$ cat config.mk
export PLATFORM = sky130hd
export DESIGN_NAME = usb_ep_hs_ctrl
export DESIGN_NICKNAME = d
export VERILOG_FILES = /design/src/rtl/usb_ep_pkg.sv /design/src/rtl/usb_ep_ctrl_bits.sv /design/src/rtl/usb_ep_hs_sel.sv /design/src/rtl/usb_ep_toggle.sv /design/src/rtl/usb_ep_hs_ctrl.sv
export SDC_FILE = /design/constraint.sdc
export NUM_CORES = 1
export LEC_CHECK = 0
export BUFFER_PORTS_ARGS = -buffer_cell sky130_fd_sc_hd__buf_2
export CORE_AREA = 3 3 40 42
export CTS_BUF_LIST = sky130_fd_sc_hd__clkbuf_16
export DETAILED_ROUTE_END_ITERATION = 16
export DIE_AREA = 0 0 43 45
export GPL_ROUTABILITY_DRIVEN = 1
export PLACE_DENSITY_LB_ADDON = 0.08
export SLEW_MARGIN = 40
export SYNTH_ARGS = -nofsm -noshare
export SYNTH_HDL_FRONTEND = slang
export SYNTH_SLANG_ARGS = --single-unit
export TNS_END_PERCENT = 5
$ cat constraint.sdc
create_clock -name clk -period 1.2 [get_ports clk]
set_input_delay 0.12 -clock clk [delete_from_list [all_inputs] [get_ports clk]]
set_output_delay 0.12 -clock clk [all_outputs]
set_load 0.02 [all_outputs]
$ cat src/rtl/usb_ep_pkg.sv
package usb_ep_pkg;
  typedef enum logic [2:0] {
    HS_NONE  = 3'd0,
    HS_ACK   = 3'd1,
    HS_NAK   = 3'd2,
    HS_STALL = 3'd3,
    HS_NYET  = 3'd4,
    HS_DATA  = 3'd5
  } hs_code_t;

  localparam int CTRL_BITS = 2;
  localparam int BIT_STALL = 0;
  localparam int BIT_NYDIS = 1;
endpackage

$ cat src/rtl/usb_ep_ctrl_bits.sv
module usb_ep_ctrl_bits #(
  parameter int NBITS = 2
) (
  input  logic             clk,
  input  logic             rst_n,
  input  logic [NBITS-1:0] set_i,
  input  logic [NBITS-1:0] clr_i,
  output logic [NBITS-1:0] bits_q
);
  for (genvar i = 0; i < NBITS; i++) begin : g_bit
    logic nxt;
    logic en;
    always_comb begin
      en  = set_i[i] | clr_i[i];
      nxt = set_i[i];  // set wins over clear
    end
    always_ff @(posedge clk or negedge rst_n) begin
      if (!rst_n)  bits_q[i] <= 1'b0;
      else if (en) bits_q[i] <= nxt;
    end
  end
endmodule

$ cat src/rtl/usb_ep_hs_sel.sv
module usb_ep_hs_sel
  import usb_ep_pkg::*;
#(
  parameter int BANK_W = 2
) (
  input  logic              stall,
  input  logic              nyet_dis,
  input  logic              hs_mode,
  input  logic [BANK_W-1:0] free_banks,
  input  logic              tok_setup,
  input  logic              tok_out,
  input  logic              tok_in,
  input  logic              host_ack,
  output hs_code_t          code,
  output logic              any_tok,
  output logic              flip
);
  localparam logic [BANK_W-1:0] ONE_BANK = BANK_W'(1);

  logic no_space;
  logic last_bank;

  always_comb begin
    no_space  = (free_banks == '0);
    last_bank = (free_banks == ONE_BANK);
    any_tok   = tok_setup | tok_out | tok_in;
    code      = HS_NONE;
    flip      = 1'b0;
    if (tok_setup) begin
      code = HS_ACK;
    end else if (tok_out) begin
      if (stall)         code = HS_STALL;
      else if (no_space) code = HS_NAK;
      else begin
        flip = 1'b1;
        if (hs_mode && last_bank && !nyet_dis) code = HS_NYET;
        else                                   code = HS_ACK;
      end
    end else if (tok_in) begin
      if (stall)         code = HS_STALL;
      else if (no_space) code = HS_NAK;
      else               code = HS_DATA;
    end else if (host_ack) begin
      flip = 1'b1;
    end
  end
endmodule

$ cat src/rtl/usb_ep_toggle.sv
module usb_ep_toggle (
  input  logic clk,
  input  logic rst_n,
  input  logic setup_i,
  input  logic rst_i,
  input  logic flip_i,
  output logic tgl_q
);
  logic tgl_d;
  logic tgl_en;

  always_comb begin
    tgl_en = setup_i | rst_i | flip_i;
    if (setup_i)    tgl_d = 1'b1;
    else if (rst_i) tgl_d = 1'b0;
    else            tgl_d = ~tgl_q;
  end

  always_ff @(posedge clk or negedge rst_n) begin
    if (!rst_n)      tgl_q <= 1'b0;
    else if (tgl_en) tgl_q <= tgl_d;
  end
endmodule

$ cat src/rtl/usb_ep_hs_ctrl.sv
module usb_ep_hs_ctrl
  import usb_ep_pkg::*;
#(
  parameter int BANK_W = 2
) (
  input  logic              clk,
  input  logic              rst_n,
  input  logic              sw_stall_set,
  input  logic              sw_stall_clr,
  input  logic              sw_tgl_rst,
  input  logic              sw_nyet_dis_set,
  input  logic              sw_nyet_dis_clr,
  input  logic              hs_mode,
  input  logic              tok_setup,
  input  logic              tok_out,
  input  logic              tok_in,
  input  logic              host_ack,
  input  logic [BANK_W-1:0] free_banks,
  output logic              hs_valid,
  output logic [2:0]        hs_code,
  output logic              exp_toggle,
  output logic              stall_q,
  output logic              nyet_dis_q
);
  logic [CTRL_BITS-1:0] set_v, clr_v, bits;
  hs_code_t             code_d;
  logic                 any_tok;
  logic                 flip;
  logic                 valid_d;
  logic [2:0]           code_nx;

  always_comb begin
    set_v = '0;
    clr_v = '0;
    set_v[BIT_STALL] = sw_stall_set;
    clr_v[BIT_STALL] = sw_stall_clr | tok_setup;
    set_v[BIT_NYDIS] = sw_nyet_dis_set;
    clr_v[BIT_NYDIS] = sw_nyet_dis_clr;
  end

  usb_ep_ctrl_bits #(.NBITS(CTRL_BITS)) u_bits (
    .clk    (clk),
    .rst_n  (rst_n),
    .set_i  (set_v),
    .clr_i  (clr_v),
    .bits_q (bits)
  );

  assign stall_q    = bits[BIT_STALL];
  assign nyet_dis_q = bits[BIT_NYDIS];

  usb_ep_hs_sel #(.BANK_W(BANK_W)) u_sel (
    .stall      (stall_q),
    .nyet_dis   (nyet_dis_q),
    .hs_mode    (hs_mode),
    .free_banks (free_banks),
    .tok_setup  (tok_setup),
    .tok_out    (tok_out),
    .tok_in     (tok_in),
    .host_ack   (host_ack),
    .code       (code_d),
    .any_tok    (any_tok),
    .flip       (flip)
  );

  usb_ep_toggle u_tgl (
    .clk     (clk),
    .rst_n   (rst_n),
    .setup_i (tok_setup),
    .rst_i   (sw_tgl_rst),
    .flip_i  (flip),
    .tgl_q   (exp_toggle)
  );

  always_comb begin
    valid_d = any_tok;
    code_nx = code_d;
  end

  always_ff @(posedge clk or negedge rst_n) begin
    if (!rst_n) begin
      hs_valid <= 1'b0;
      hs_code  <= 3'd0;
    end else begin
      hs_valid <= valid_d;
      hs_code  <= code_nx;
    end
  end
endmodule

==> key figures <==
Outcome
  – Status: complete, no violations

Worst setup path
  – WP data arrival: around 1.3 ns
  – Slowest stage delay, CP: 0.37 ns
  – Crit-path cells: o21ba_4 > a22o_1 > a211o_1
  – Crit. End Element: flop
  – Worst-path fanout max: 4
  – Worst path slowest cell: dfrtp_2
  – Critical path type: reg -> reg
  – Startpoint class of the critical path: flop
  – R2R setup slack: 0.06 ns
  – CP Data Required Time: approximately 1.3 ns

Synth
  – Post-synth EDFFs: 0
  – FF+latch count, synth: 7
  – Most common cell in the netlist: dfrtp_1
  – Post-synth top cells: dfrtp_1, inv_1, nor2_1
  – Top_reg_cell synth: dfrtp_1
  – Async set-or-reset flop fraction in the synthesized netlist: 1.000
  – Synth Cell Area: around 310 sq um
  – Syn Inst Count: 27
  – Top cell type's share of synthesized area: 0.5691
  – Yosys warning count: 0
  – Syn_nets: 41
  – Distinct cell type count of the synthesized netlist: 18
  – Syn Area/Cell: 11.40 sq um
  – Top cells by area, synth: dfrtp_1, inv_1, mux2_2
  – Area leader, netlist: dfrtp_1
  – Seq/Total Area, Yosys: 0.5691

STA
  – Period minus WS final: 1.140 ns
  – Unrepaired setup endpoints after global routing: false
  – Period utilization: 0.9497
  – Slew Viols, Final: 0
  – Fin. Hold Viols: 0
  – Final setup violation count: 0
  – Setup TNS: 0 ns
  – Clock skew: ~0.00058 ns
  – Fmax: approximately 880 MHz
  – Slew @ Worst Pin: 0.3241 ns
  – WHS: around 0.066 ns
  – Rel. slew slack: 0.7831
  – Worst setup margin: 0.06041 ns

Global route
  – Global-route wire length before repair: between 1 and 1.5 mm
  – Pin count of the biggest net entering global routing: 8
  – Grt total ovfl: 0
  – Overall routing resource usage: 0.1023
  – Antenna violations before repair: 0
  – Vias in the first global route: about 290

Clocking
  – Clock-pin transition on the worst setup and hold timing paths: around 0.04 ns
  – Post-CTS Setup Repair Bufs: 0
  – Sink Count: 7
  – CTS tree: done
  – Htree depth: 1
  – CTS Buf Count: 3
  – Clock Latency Late Sink: around 0.23 ns
  – Clock root cell: clkbuf_16
  – Max clock buf depth: 2

Placement
  – Dpl ws: approximately 0.0092 ns
  – GPL Wtd Cong: just over 0.7
  – Cells after DPL: a little over 60
  – PortBufs: 20

Die
  – Site Rows: 13
  – Initial Util: 0.2395
  – Die Height: ~45 um
  – Core area: 1285 sq um
  – Width of the die: between 40 and 50 um
  – Die Area: about 1900 sq um
  – # IOs: 21

Run
  – Max Cap Violations: 0

Layout
  – Seq. cell area: around 180 sq um
  – Multi-input gate area: 127.6 sq um
  – Share of layout cells above drive strength 1: 0.5385
  – Final cell count without fillers: 67
  – Fillers: between 100 and 150
  – Number of antenna diodes: 0
  – Final Net Count: 67
  – Area growth, synth to finish: 69.92%
  – Final Util: 0.4070

Worst hold path
  – Worst min path class: in -> reg

Pwr
  – Static leakage: 0.2657 nW
  – IR drop worst, VDD: roughly 0.96 mV
  – Pwr/cell area: between 1500 and 2000 nW/um^2

Routing
  – DRT antenna net count: 0
  – Vias: 312
  – Vias/cell: around 4.7
  – Final wirelength: 815 um
  – 1st-pass router iterations: 4
  – Number of DRC markers in iteration 0: 3
  – Drt drc: 0
  – WL/cell: about 12 um
-- per-layer routing --
metal / up-vias / part of all wire / track usage
met5: - / 0 / 0
met4: 0 / 0.047 / 0.07229
met3: 6 / 0.12 / 0.07968
met2: 21 / 0.43 / 0.1347
met1: 136 / 0.40 / 0.1106
li1: 149 / - / -
-- worst paths after layout --
path | from | to | cells past startpoint
max | u_bits.bits_q[0]$_DFFE_PN0P_ | u_tgl.tgl_q$_DFFE_PN0P_ | 3
min | sw_nyet_dis_set | u_bits.bits_q[1]$_DFFE_PN0P_ | 2
max reg2reg | u_bits.bits_q[0]$_DFFE_PN0P_ | u_tgl.tgl_q$_DFFE_PN0P_ | 3
min reg2reg | u_bits.bits_q[1]$_DFFE_PN0P_ | u_bits.bits_q[1]$_DFFE_PN0P_ | 1
max in group asynchronous | rst_n | u_bits.bits_q[0]$_DFFE_PN0P_ | 2
min in group asynchronous | rst_n | hs_code[0]$_DFF_PN0_ | 2
-- state kept, by name, indices dropped and copies added (netlist names) --
register       cells
hs_valid           1
u_bits.bits_q      2
hs_code            3
u_tgl.tgl_q        1
-- logic make-up (layout without fill, tap and decap cells) --
| family | after synthesis | count (layout) | synth area share |
|---|---|---|---|
| muxes | 1 | 1 | 0.03658 |
| DFF | 7 | 7 | 0.5691 |
| and+or+nand+nor | 8 | 8 | 0.1464 |
| AOI/OAI and AO/OA | 8 | 8 | 0.2114 |
| buffers and inverters | 3 | 28 | 0.03658 |
-- stage by stage --
stage | cell area (sq um) | total power, mW
after CTS | 516.7 | 0.9461
after global routing | 523.0 | 0.9846
after global placement | 427.9 | 0.3582
after floorplan | 309.0 | 0.3103
final | 523.0 | 0.9283
after detailed placement | 427.9 | 0.3602
-- cell type report --
| cell class | instances | area share |
|---|---|---|
| Multi-Input combinational cell | 17 | 0.2440 |
| Sequential cell | 7 | 0.3373 |
| Clock buffer | 3 | 0.1435 |
| Clock inverter | 1 | 0.007177 |
| Inverter | 3 | 0.02153 |
| Timing Repair Buffer | 21 | 0.2105 |
| Tap cell | 15 | 0.03589 |
-- critical path, delay by kind of cell, from the launching register on --
family	cells	cell delay (ns)
AOI/OAI and AO/OA	3	0.65
DFF	1	0.37
-- layout by cell type, fill, tap and decap left out --
cell / n
a211o_1: 1
a211oi_1: 1
a21o_1: 1
a221oi_1: 1
a22o_1: 1
a31o_2: 1
and3_2: 1
buf_2: 20
clkbuf_16: 3
dfrtp_1: 6
dfrtp_2: 1
dlygate4sd3_1: 1
inv_1: 4
mux2_2: 1
nand2_1: 1
nand2b_1: 1
nand3b_1: 1
nor2_1: 2
nor3_1: 1
nor3b_1: 1
o21ai_0: 1
o21ba_4: 1
-- timing repair --
action / in CTS / in global routing
gates resized for setup: 0 / 2
hold buffers: 1 / 0
endpoints found under the setup margin: 0 / 1
endpoints found under the hold margin: 7 / 0
-- report_power, final --
| part | switching, mW | internal (mW) | total, mW |
|---|---|---|---|
| logic | 0.0539 | 0.0495 | 0.103 |
| registers | 0.00728 | 0.252 | 0.259 |
| clock network | 0.132 | 0.434 | 0.566 |
Power figures use the tool's default switching activity.
